### config.mk
export PLATFORM = sky130hd
export DESIGN_NAME = dma2d_addr_gen
export DESIGN_NICKNAME = d
export VERILOG_FILES = /design/src/rtl/dag_pkg.sv /design/src/rtl/dag_count.sv /design/src/rtl/dag_addr.sv /design/src/rtl/dag_ctrl.sv /design/src/rtl/dma2d_addr_gen.sv
export SDC_FILE = /design/constraint.sdc
export NUM_CORES = 1
export LEC_CHECK = 0
export ABC_AREA = 1
export BUFFER_PORTS_ARGS = -buffer_cell sky130_fd_sc_hd__buf_2
export CAP_MARGIN = 20
export CORE_MARGIN = 2
export CORE_UTILIZATION = 60
export DETAILED_ROUTE_END_ITERATION = 6
export GPL_TIMING_DRIVEN = 0
export PLACE_DENSITY = 0.95
export SYNTH_ARGS = -nofsm -noshare
export SYNTH_HDL_FRONTEND = slang
export SYNTH_SLANG_ARGS = --single-unit
### constraint.sdc
create_clock -name clk -period 5.3 [get_ports clk]
set_input_delay 0.53 -clock clk [delete_from_list [all_inputs] [get_ports clk]]
set_output_delay 0.53 -clock clk [all_outputs]
set_load 0.005 [all_outputs]
### src/rtl/dag_pkg.sv
package dag_pkg;

    typedef enum logic [1:0] {
        ST_IDLE   = 2'd0,
        ST_RUN    = 2'd1,
        ST_RELOAD = 2'd2,
        ST_DONE   = 2'd3
    } dag_state_e;

    typedef enum logic [1:0] {
        FLOW_STOP  = 2'd0,
        FLOW_AUTO  = 2'd1,
        FLOW_ARRAY = 2'd2,
        FLOW_LIST  = 2'd3
    } dag_flow_e;

    typedef enum logic [1:0] {
        EV_NONE = 2'd0,
        EV_STEP = 2'd1,
        EV_ROW  = 2'd2,
        EV_END  = 2'd3
    } dag_event_e;

    typedef struct packed {
        logic      two_dim;
        dag_flow_e flow;
        logic      irq_en;
        logic      irq_row;
        logic      mem_wr;
    } dag_mode_t;

endpackage

### src/rtl/dag_count.sv
module dag_count #(
    parameter int CNT_W = 16
) (
    input  logic             clk,
    input  logic             rst,
    input  logic             load,
    input  logic [CNT_W-1:0] load_val,
    input  logic             reload,
    input  logic             dec,
    output logic [CNT_W:0]   cur,
    output logic             is_one,
    output logic             gt_one
);
    localparam logic [CNT_W:0] FULL = {1'b1, {CNT_W{1'b0}}};
    localparam logic [CNT_W:0] ONE  = {{CNT_W{1'b0}}, 1'b1};

    logic [CNT_W:0] base_q;
    logic [CNT_W:0] load_exp;

    always_comb begin
        if (load_val == '0)
            load_exp = FULL;
        else
            load_exp = {1'b0, load_val};
    end

    always_ff @(posedge clk) begin
        if (rst) begin
            base_q <= '0;
            cur    <= '0;
        end else if (load) begin
            base_q <= load_exp;
            cur    <= load_exp;
        end else if (reload) begin
            cur    <= base_q;
        end else if (dec) begin
            cur    <= cur - ONE;
        end
    end

    assign is_one = (cur == ONE);
    assign gt_one = (cur > ONE);
endmodule

### src/rtl/dag_addr.sv
module dag_addr #(
    parameter int ADDR_W = 32,
    parameter int STEP_W = 16
) (
    input  logic              clk,
    input  logic              rst,
    input  logic              load,
    input  logic [ADDR_W-1:0] load_addr,
    input  logic [STEP_W-1:0] x_step_in,
    input  logic [STEP_W-1:0] y_step_in,
    input  dag_pkg::dag_event_e ev,
    output logic [ADDR_W-1:0] addr
);
    import dag_pkg::*;

    localparam int EXT_W = ADDR_W - STEP_W;

    logic [STEP_W-1:0] x_step_q;
    logic [STEP_W-1:0] y_step_q;
    logic [ADDR_W-1:0] x_ext;
    logic [ADDR_W-1:0] y_ext;
    logic [ADDR_W-1:0] addr_nxt;

    assign x_ext = {{EXT_W{x_step_q[STEP_W-1]}}, x_step_q};
    assign y_ext = {{EXT_W{y_step_q[STEP_W-1]}}, y_step_q};

    always_comb begin
        unique case (ev)
            EV_STEP, EV_END: addr_nxt = addr + x_ext;
            EV_ROW:          addr_nxt = addr + y_ext;
            default:         addr_nxt = addr;
        endcase
    end

    always_ff @(posedge clk) begin
        if (rst) begin
            addr     <= '0;
            x_step_q <= '0;
            y_step_q <= '0;
        end else if (load) begin
            addr     <= load_addr;
            x_step_q <= x_step_in;
            y_step_q <= y_step_in;
        end else begin
            addr     <= addr_nxt;
        end
    end
endmodule

### src/rtl/dag_ctrl.sv
module dag_ctrl (
    input  logic                clk,
    input  logic                rst,
    input  logic                start,
    input  logic                elem_ack,
    input  dag_pkg::dag_mode_t  mode_in,
    input  logic                x_last,
    input  logic                y_more,
    output dag_pkg::dag_event_e ev,
    output logic                irq,
    output logic                busy,
    output logic                done,
    output logic                reload_req,
    output logic                mem_write
);
    import dag_pkg::*;

    dag_state_e state_q;
    dag_state_e state_nxt;
    dag_mode_t  mode_q;
    logic       accept;
    logic       irq_nxt;

    assign accept = elem_ack && (state_q == ST_RUN) && !start;

    always_comb begin
        if (!accept)
            ev = EV_NONE;
        else if (!x_last)
            ev = EV_STEP;
        else if (mode_q.two_dim && y_more)
            ev = EV_ROW;
        else
            ev = EV_END;
    end

    always_comb begin
        state_nxt = state_q;
        if (start)
            state_nxt = ST_RUN;
        else if (ev == EV_END)
            state_nxt = (mode_q.flow == FLOW_STOP) ? ST_DONE : ST_RELOAD;
    end

    assign irq_nxt = mode_q.irq_en &&
                     ((ev == EV_END) || ((ev == EV_ROW) && mode_q.irq_row));

    always_ff @(posedge clk) begin
        if (rst) begin
            state_q <= ST_IDLE;
            mode_q  <= '0;
            irq     <= 1'b0;
        end else begin
            state_q <= state_nxt;
            irq     <= irq_nxt && !start;
            if (start)
                mode_q <= mode_in;
        end
    end

    assign busy       = (state_q == ST_RUN);
    assign done       = (state_q == ST_DONE);
    assign reload_req = (state_q == ST_RELOAD);
    assign mem_write  = mode_q.mem_wr;
endmodule

### src/rtl/dma2d_addr_gen.sv
module dma2d_addr_gen #(
    parameter int ADDR_W = 32,
    parameter int CNT_W  = 16
) (
    input  logic              clk,
    input  logic              rst,
    input  logic              start,
    input  logic              elem_ack,
    input  logic [ADDR_W-1:0] cfg_addr,
    input  logic [CNT_W-1:0]  cfg_x_count,
    input  logic [CNT_W-1:0]  cfg_x_step,
    input  logic [CNT_W-1:0]  cfg_y_count,
    input  logic [CNT_W-1:0]  cfg_y_step,
    input  logic              cfg_two_dim,
    input  logic [1:0]        cfg_flow,
    input  logic              cfg_irq_en,
    input  logic              cfg_irq_row,
    input  logic              cfg_dir,
    output logic [ADDR_W-1:0] cur_addr,
    output logic [CNT_W:0]    cur_x,
    output logic [CNT_W:0]    cur_y,
    output logic              irq,
    output logic              reload_req,
    output logic              done,
    output logic              busy,
    output logic              mem_write
);
    import dag_pkg::*;

    dag_mode_t  mode_in;
    dag_event_e ev;
    logic       x_last;
    logic       x_gt_one;
    logic       y_one;
    logic       y_more;

    always_comb begin
        mode_in.two_dim = cfg_two_dim;
        mode_in.flow    = dag_flow_e'(cfg_flow);
        mode_in.irq_en  = cfg_irq_en;
        mode_in.irq_row = cfg_irq_row;
        mode_in.mem_wr  = cfg_dir;
    end

    dag_ctrl u_ctrl (
        .clk        (clk),
        .rst        (rst),
        .start      (start),
        .elem_ack   (elem_ack),
        .mode_in    (mode_in),
        .x_last     (x_last),
        .y_more     (y_more),
        .ev         (ev),
        .irq        (irq),
        .busy       (busy),
        .done       (done),
        .reload_req (reload_req),
        .mem_write  (mem_write)
    );

    dag_count #(.CNT_W(CNT_W)) u_xcnt (
        .clk      (clk),
        .rst      (rst),
        .load     (start),
        .load_val (cfg_x_count),
        .reload   (ev == EV_ROW),
        .dec      ((ev == EV_STEP) || (ev == EV_END)),
        .cur      (cur_x),
        .is_one   (x_last),
        .gt_one   (x_gt_one)
    );

    dag_count #(.CNT_W(CNT_W)) u_ycnt (
        .clk      (clk),
        .rst      (rst),
        .load     (start),
        .load_val (cfg_y_count),
        .reload   (1'b0),
        .dec      (ev == EV_ROW),
        .cur      (cur_y),
        .is_one   (y_one),
        .gt_one   (y_more)
    );

    dag_addr #(.ADDR_W(ADDR_W), .STEP_W(CNT_W)) u_addr (
        .clk       (clk),
        .rst       (rst),
        .load      (start),
        .load_addr (cfg_addr),
        .x_step_in (cfg_x_step),
        .y_step_in (cfg_y_step),
        .ev        (ev),
        .addr      (cur_addr)
    );

    logic unused_ok;
    assign unused_ok = x_gt_one ^ y_one;
endmodule

## Yosys cells after proc, flatten, opt, wreduce, memory -nomap -nowiden

Cells that the tools add are included.

- $add $sub $neg: 4
- Multiply operators: 0
- Div/mod/pow operators: 0
- Order comparisons: 1
- Equality and inequality tests: 7
- Shift-type cells: 0
- Multiplexer cells: 15
- Bitwise logic cells: 0
- Reductions and logical operators: 18

Operators with widths:

| kind | number |
|---|---|
| $mux 17 | 7 |
| $add 32x32->32 | 2 |
| $pmux 32 s2 | 1 |
| $sub 17x1->17 const B | 2 |
| $logic_not 16->1 | 2 |
| $mux 32 | 1 |
| $eq 17x1->1 const B | 1 |
| $gt 17x1->1 const B | 1 |
| $eq 2x2->1 const B | 4 |
| $logic_and 1x1->1 | 6 |
| $reduce_bool 3->1 | 2 |
| $eq 2x1->1 const B | 2 |
| $mux 1 | 4 |
| $mux 2 | 2 |
| $reduce_bool 2->1 | 2 |
| $reduce_or 2->1 | 2 |
| $logic_not 2->1 | 1 |
| $logic_or 1x1->1 | 2 |
| $logic_not 1->1 | 1 |

- Flip-flop bits (word level): 124
- Bits in latches: 0
- Bits in writable memories: 0
- Bits in read-only memories: 0
- Word-level logic and storage cells: 59
- Memories: 0

## Logic depth before layout (Yosys ltp)

Gate-level depths: netlist of the first run.

- Word-level depth: 10
- Depth in mapped cells: 25
- Mapped depth without buffers: 24

## By module

From an unflattened synthesis of the first run, not the netlist that was laid out.

- Cells, all modules: 1549
- Area total of the unflattened synthesis: 9526.6 um^2

By module, submodules not included:

| module | instances | cells each | area an instance (um^2) |
|---|---|---|---|
| dag_addr | 1 | 896 | 5156.2 |
| dag_count | 2 | 297 | 1974.4 |
| dag_ctrl | 1 | 55 | 406.6 |
| dma2d_addr_gen | 1 | 4 | 15.0 |

## Worst setup path before layout of the first run

Ideal clock, no wire load.

- Path kind: input-to-reg
- Start point: input port start
- End point: register u_addr.addr[22]
- Library setup time: 0.132 ns
- Data arrival time: 3.121 ns
- Required time: 5.168 ns
- Setup slack: 2.047 ns
- Stages on the path: 19
- Path through: buf_2 nor2_8 inv_1 nor2_4 nand2_1 buf_6 buf_2 nand2_1 nand2_1 ha_1 inv_1 fa_1 nor3_1 nor2_1 o21ai_0 a21oi_1 xor2_1 nand2_1 a21oi_1

- Longest elaborated chain between the ends: 7
- Elaborated cells on any way between the ends: 10
- Those cells by class: eq/ne (3); mux (3); reduce/logical (4)

RTL lines:

| what | RTL line | RTL |
|---|---|---|
| from (decl) | dma2d_addr_gen.sv:7 | `input logic start,` |
| $logic_not 1->1 | dag_ctrl.sv:24 | `assign accept = elem_ack && (state_q == ST_RUN) && !start;` |
| $logic_and 1x1->1 | dag_ctrl.sv:24 |  |
| $mux 2 | dag_ctrl.sv:27 | `if (!accept)` |
| $eq 2x1->1 or $eq 2x2->1 (tied branches) | dag_addr.sv:28 | `unique case (ev)` |
| $reduce_or 2->1 | dag_addr.sv:28 |  |
| $pmux 32 s2 | dag_addr.sv:28 |  |
| $mux 32 | dag_addr.sv:40 | `end else if (load) begin` |
| to (signal assigned) | dag_addr.sv:41 | `addr <= load_addr;` |
| to (signal assigned) | dag_addr.sv:45 | `addr <= addr_nxt;` |
| to (decl) | dag_addr.sv:12 | `output logic [ADDR_W-1:0] addr` |

Several ways; a longest one is shown, not always the timed one.
A chain may end at the register's enable or synchronous reset.

## Worst setup path after layout of the first run

- Start point: register u_xcnt.cur[1]
- End point: register u_addr.addr[22]

- Longest elaborated chain between the ends: 7
- Elaborated cells on any way between the ends: 10
- Those cells by class: eq/ne (4); mux (4); reduce/logical (2)

RTL lines:

| what | RTL line | RTL |
|---|---|---|
| from (decl) | dag_count.sv:10 | `output logic [CNT_W:0] cur,` |
| from (signal assigned) | dag_count.sv:33 | `cur <= load_exp;` |
| from (signal assigned) | dag_count.sv:35 | `cur <= base_q;` |
| from (signal assigned) | dag_count.sv:37 | `cur <= cur - ONE;` |
| $eq 17x1->1 * | dag_count.sv:41 | `assign is_one = (cur == ONE);` |
| $mux 2 * | dag_ctrl.sv:29 | `else if (!x_last)` |
| $mux 2 * | dag_ctrl.sv:27 |  |
| $eq 2x1->1 or $eq 2x2->1 (tied branches) | dag_addr.sv:28 |  |
| $reduce_or 2->1 | dag_addr.sv:28 |  |
| $pmux 32 s2 | dag_addr.sv:28 |  |
| $mux 32 | dag_addr.sv:40 |  |

Every way passes the cells marked *; elsewhere a longest branch is shown, timed or not.

==> reports/results.ini, run 1 <==
[synthesis]
synth_top_area_share_pct=31.57
yosysTopAreaCell=dfxtp_1
syn_avg_cell_area_um2=6.618
syn-num-nets=1330
synth_area_leaders=dfxtp_1 (32%), nand2_1 (14%), nor2_1 (7.7%)
ys_types=53
ys_warn_count=0
netlist_area_um2=7863
synthFlopType=dfxtp_1
synth_cells=1188
ys_async_sr_fraction_pct=0
synth_seq_area_share_pct=31.57
synth_seq_cells=124
synth_edf_count=0

[critical_path]
reg2reg_slack_ns=1.00
reg2regPathDepth=22
cpLargestDelayFamily=simple AND/OR/NAND/NOR gates
r2r-start=u_xcnt.cur[1]
slowest_delay_ns=0.60
worstSetupPathDepth=22
required_ns=5.58
worst_ep_arrival_time_ns=4.58
r2r_end=u_addr.addr[22]
slowest_stage=o21ai_0
crit_type=reg2reg
crit_chain=inv_1 > ha_1 > inv_1 > nor2_1 > and2_1 > nand3_1 > nor2_4 > nand2_1 > inv_1 > buf_2 > nand2_1 > nand2_1 > ha_1 > inv_1 > fa_1 > nor3_1 > nor2_1 > o21ai_0 > a21oi_1 > xor2_1 > nand2_1 > a21oi_1
cp-start-kind=flip-flop
critPathBufInv=5
cp_max_fo=10
endpoint=u_addr.addr[22]
endpoint_kind=flip-flop
cp-startpoint=u_xcnt.cur[1]

[layout]
drive_gt1_share_pct=17.86
diodes=0
n_fill_cell=1059
area_growth_pct=21.45
nets=1524
post-route-util_pct=75.06
design_area_um2=9549

[floorplanning]
die_area_um2=14040
die_x_um=118.5
rows=41
fp.coreArea_um2=12720
die_h_um=118.5
ios=177
start_util_pct=61.80

[sta]
worst_pin_slew_ns=0.7580
rsz0062_at_grt=no
hold_ws_ns=0.3191
finalClockSkew_ns=0.007763
setup_viol=0
fin_crit_sh_pct=81.07
drv_slew=0
timing.slew.headroom_pct=49.47
fmax_mhz=232.7
final-hold-violation-count=0
fin_ws_ns=1.003
finalCriticalPeriod_ns=4.297
finalSetupTns_ns=0

[clock_network]
clk_pin_slew_ns=0.06
clockBufferDepth=2
root_buffer=clkbuf_16
cts.htree.levels=4
cts_setup_buffers=0
cts_sinks=124
cts_resized=0
cts_tree=built
cts_hold_buf=0
clkLatencyLatePin_ns=0.43
cts_made_buffers=17

[worst_hold_path]
hp-class=in2reg

[routing]
route.antenna.remaining_nets=0
finalWirelength_mm=27.42
wl_per_cell_um=17.51
vias=9300
drc=0
first_pass_iters=7
first_iter_violations=1058
viasPerCell=5.939

[grt]
grt_util_met2_pct=59.75
met3_usage_pct=11.87
grt_pass1_vias=8468
grt_pass1_wl_mm=42.75
grt_antenna_before_repair=0
grt_usage_pct=38.48
grt_most_used_layer=met2
overflow=0
grt_use_met1_pct=49.58
grt_max_degree=17

[placement]
dp_hpwl_mm=20.37
io_buffer_count=175
gp_congestion=1.059
placed_area_um2=8954
place_ws_ns=1.098

[run_status]
status=completed

[power_and_ir_drop]
pwr_density_cell_nw_per_um2=295.3
peakVddDrop_mv=0.2342
total_leakage_power_nw=4.610

[run]
maxCapViolCount=0

[cell type report]
type	count	area, um2	area share [%]
plain buffers	49	226.5	2.372
repair buffers	175	875.8	9.172
flip-flops and latches	124	2482	26.00
clock inverters	13	166.4	1.743
well taps	172	215.2	2.254
multi-input cells	926	4820	50.47
clock buffers	18	429.2	4.494
inverters	89	334.1	3.498
[power by group]
part,switching (mW),internal (mW)
clock network,0.457,0.738
registers,0.0603,0.997
logic,0.357,0.211
[cells in the mapped netlist (all sizes together) (9+ instances only)]
cell type	number
a21oi	88
a22o	9
a31oi	39
buf	17
clkbuf	32
dfxtp	124
ha	35
inv	89
nand2	304
nand3	55
nand4	13
nor2	172
nor3	17
nor4	11
o21ai	110
xor2	27
[worst min-delay path by stage]
stage | startpoint | endpoint | cells after the start
final | cfg_y_step[6] | u_addr.y_step_q[6] | 3
after global routing | cfg_x_step[12] | u_addr.x_step_q[12] | 3
after CTS | cfg_x_step[8] | u_addr.x_step_q[8] | 3
after detailed placement | u_ctrl.mode_q[2] | u_ctrl.mode_q[2] | 2
after global placement | u_ctrl.mode_q[2] | u_ctrl.mode_q[2] | 2
after floorplan | u_ctrl.mode_q[2] | u_ctrl.mode_q[2] | 2
[routing by layer]
layer / wire length (um) / up-vias / share of wire, %
li1: - / 4387 / -
met1: 11140 / 4246 / 41
met2: 12060 / 592 / 44
met3: 3331 / 75 / 12
met4: 885 / 0 / 3.2
met5: 0 / - / 0
[worst reg2reg max path, stage by stage, from the launching register on]
cell and delay, ns:
dfxtp_1 0.35, inv_1 0.13, ha_1 0.17, inv_1 0.04
nor2_1 0.13, and2_1 0.17, nand3_1 0.18, nor2_4 0.15
nand2_1 0.10, inv_1 0.08, buf_2 0.22, nand2_1 0.08
nand2_1 0.12, ha_1 0.21, inv_1 0.08, fa_1 0.46
nor3_1 0.23, nor2_1 0.13, o21ai_0 0.60, a21oi_1 0.18
xor2_1 0.18, nand2_1 0.09, a21oi_1 0.07
[flip-flops by register name (all words and copies together), names as in the netlist]
register	flops
u_addr.addr	32
u_addr.x_step_q	16
u_addr.y_step_q	16
u_ctrl.irq	1
u_ctrl.mem_write	1
u_ctrl.mode_q	5
u_ctrl.state_q	2
u_xcnt.base_q	17
u_xcnt.cur	17
u_ycnt.cur	17
[stage by stage]
stage / power (mW) / std cells
floorplan: 1.421 / 1188
global placement: 1.602 / 1535
detailed placement: 1.616 / 1535
CTS: 2.792 / 1566
global route: 2.916 / 1566
finish: 2.820 / 1566
[logic make-up after synthesis]
family          count (synthesis)  synth area share [%]
fa+ha+maj                      36                 5.824
simple gates                  577                 31.35
compound gates                278                 20.23
buf+inv                       138                 7.129
xor+xnor                       35                 3.899
flops                         124                 31.57
[cell usage in the layout (no fill, tap or decap), drive strengths merged, types with 2 or more instances in the layout]
master / count
a311oi: 2
o21ai: 110
a22o: 9
bufinv: 3
o21a: 2
nand3b: 2
nand4: 13
xnor2: 8
o211ai: 8
nor4: 11
nand3: 55
inv: 91
a31oi: 39
nor2: 172
xor2: 27
o31ai: 2
buf: 192
clkinv: 5
clkinvlp: 3
dfxtp: 124
o21bai: 4
o22ai: 4
clkbuf: 50
a21o: 2
nand2: 304
and2: 2
ha: 35
a21oi: 88
nor3: 17
No activity file was read; power rests on OpenSTA's default activity.
==> run 2, diff against run 1 <==
--- a/config.mk
+++ b/config.mk
@@ -9,10 +9,10 @@
 export BUFFER_PORTS_ARGS = -buffer_cell sky130_fd_sc_hd__buf_2
 export CAP_MARGIN = 20
 export CORE_MARGIN = 2
-export CORE_UTILIZATION = 60
+export CORE_UTILIZATION = 55
 export DETAILED_ROUTE_END_ITERATION = 6
 export GPL_TIMING_DRIVEN = 0
-export PLACE_DENSITY = 0.95
+export PLACE_DENSITY = 0.89
 export SYNTH_ARGS = -nofsm -noshare
 export SYNTH_HDL_FRONTEND = slang
 export SYNTH_SLANG_ARGS = --single-unit
==> constraint.sdc (replaced) <==
create_clock -name clk -period 3.99 [get_ports clk]
set_input_delay 0.399 -clock clk [delete_from_list [all_inputs] [get_ports clk]]
set_output_delay 0.399 -clock clk [all_outputs]
set_load 0.005 [all_outputs]
==> run 2 against run 1 <==
Against the previous run: the run now ends with design-rule violations left; count of clock-buffer cells in the layout did not move; maximum frequency rose by 15%; routed wire length fell by 1.6%; critical path depth did not move; worst setup slack got worse by 0.76 ns; utilization fell by 5.5 points; clock power rose by 32%; clock skew rose by 0.0046 ns; combinational power rose by 34%; cell area rose by 1.5%.
==> reports/results.ini, run 2 (same netlist as run 1, synthesis figures left out) <==
[run_status]
status=complete, but fails checks
violations=design-rule violations

[layout]
post-route-util_pct=69.54
area_growth_pct=23.25
largest_register_ff_count=32
stdcell_count=1577
final_common_cell=nand2_1
mostFrequentLayoutCells=nand2_1 (295), buf_2 (180), nor2_1 (159), dfxtp_1 (124), o21ai_0 (92)
n_fill_cell=1180
drive_gt1_share_pct=19.84
largest-register=u_addr.addr
nets=1525

[floorplanning]
die_x_um=123.6
fp.coreArea_um2=13930
rows=43
ios=177
die_area_um2=15270
die_h_um=123.6
start_util_pct=56.42

[power_and_ir_drop]
clkPwrFrac_pct=42.0
peakVddDrop_mv=0.3072
p_int_mw=2.509
p_sw_mw=1.226
total_leakage_power_nw=4.626
power_frac_comb_pct=20.4
seqPwrFrac_pct=37.6
pwr_density_cell_nw_per_um2=385.4
switching_share_pct=32.84

[sta]
fin_ws_ns=0.2475
finalClockSkew_ns=0.01236
fmax_mhz=267.2
finalCriticalPeriod_ns=3.743
timing.slew.headroom_pct=48.17
final-hold-violation-count=0
drv_slew=0
worst_pin_slew_ns=0.7775
setup_viol=0
fin_crit_sh_pct=93.80

[clock_network]
cts_tree=built
root_buffer=clkbuf_16
cts.htree.levels=4
cts_hold_buf=0
clk_pin_slew_ns=0.06
cts_sinks=124
clkLatencyLatePin_ns=0.43
cts_made_buffers=17
clockBufferDepth=2

[routing]
finalWirelength_mm=26.97
first_iter_violations=968
first_pass_iters=7
drc=2
vias=9185
route.antenna.remaining_nets=0
wl_per_cell_um=17.10
viasPerCell=5.824

[grt]
grt_max_degree=17
grt_antenna_before_repair=0
grt_pass1_wl_mm=40.43
overflow=0
grt_pass1_vias=7925
grt_usage_pct=34.73

[placement]
place_ws_ns=-0.03714
gp_congestion=0.9790
io_buffer_count=175
dp_hpwl_mm=20.38
placed_cells=1543

[worst_hold_path]
hold_path_depth=3
hp-start=cfg_x_step[7]
hp-class=in2reg
whs_endpoint=u_addr.x_step_q[7]

[critical_path]
cp-start-kind=flip-flop
reg2regPathDepth=22
slowest_delay_ns=0.45
cp_common_cell=nand2_1
slowest_stage=dfxtp_1
crit_type=reg2reg
reg2reg_slack_ns=0.25
crit_chain=ha_1 > inv_1 > nor2_1 > and2_1 > nand4_1 > nor2_2 > nand2_1 > inv_1 > clkbuf_4 > nand2_1 > nand2_1 > ha_2 > inv_1 > fa_2 > nor3_2 > nor2_2 > o21ai_2 > nand3_2 > nand3_1 > nand2_1 > nand3_1 > a21oi_1
r2r_end=u_addr.addr[26]
endpoint_kind=flip-flop
worst_ep_arrival_time_ns=4.03
r2r-start=u_xcnt.cur[0]
required_ns=4.27
cp_max_fo=10

[run]
maxCapViolCount=0

run 2: cell count changes in the layout (fill, tap and decap cells not counted), sizes merged:
cell      previous run  this run
bufinv               3         1
clkinv               5         1
clkbuf              50        51
clkinvlp             3         2
inv                 91        99
diode                0         1
run 2: metrics by stage:
step	power [mW]	hold slack [ns]	TNS (ns)	cell area, um2
6_report	3.735	0.1830	0	9691
5_1_grt	3.870	0.2029	-0.1354	9688
4_1_cts	3.684	0.1887	0	9549
3_5_place_dp	2.149	0.4346	-0.03714	8964
3_3_place_gp	2.134	0.4363	-0.06809	8964
2_1_floorplan	1.888	0.4094	0	7863
run 2: cell type report:
| cell class | count | area (um2) | share of cell area [%] |
|---|---|---|---|
| inverter | 89 | 334.1 | 3.447 |
| antenna | 1 | 2.502 | 0.02582 |
| multi-input combinational | 926 | 4946 | 51.04 |
| tap | 180 | 225.2 | 2.324 |
| timing repair buffer | 177 | 890.9 | 9.193 |
| clock inverter | 14 | 146.4 | 1.511 |
| clock buffer | 18 | 439.2 | 4.532 |
| buffer | 48 | 224.0 | 2.311 |
| sequential | 124 | 2482 | 25.62 |
run 2: timing repair:
action / 4_1_cts / 5_1_grt
pin swaps: 0 / 3
buffers inserted: 0 / 2
setup endpoints to repair: 4 / 21
resized for setup: 3 / 31
run 2: how the worst max path moves through the flow:
stage             startpoint               to  slack (ns)
3_3_place_gp   u_xcnt.cur[1]  u_addr.addr[22]       -0.06
3_5_place_dp   u_xcnt.cur[1]  u_addr.addr[22]       -0.04
6_report       u_xcnt.cur[0]  u_addr.addr[26]        0.25
2_1_floorplan  u_xcnt.cur[1]  u_addr.addr[22]        0.75
5_1_grt        u_xcnt.cur[1]  u_addr.addr[26]       -0.07
4_1_cts        u_xcnt.cur[0]  u_addr.addr[24]        0.02
run 2: per-layer routing:
| metal | routed length (um) | track usage, % |
|---|---|---|
| met1 | 11580 | 48.30 |
| met2 | 11830 | 53.26 |
| met3 | 2882 | 7.657 |
| met4 | 677 | 11.51 |
| met5 | 0 | 0 |
run 2: power groups by stage:
stage	clock network (mW)	logic, mW	registers, mW
finish	1.57	0.761	1.40
global route	1.62	0.839	1.41
CTS	1.55	0.731	1.40
detailed placement	0	0.722	1.43
global placement	0	0.710	1.42
floorplan	0	0.475	1.41
run 2: critical path, delay by kind of cell, from the launching register on:
kind	cells	cell delay, ns
and+or+nand+nor	13	1.65
AOI/OAI and AO/OA	2	0.28
buffers and inverters	4	0.39
adders and majority gates	3	0.81
DFF	1	0.45
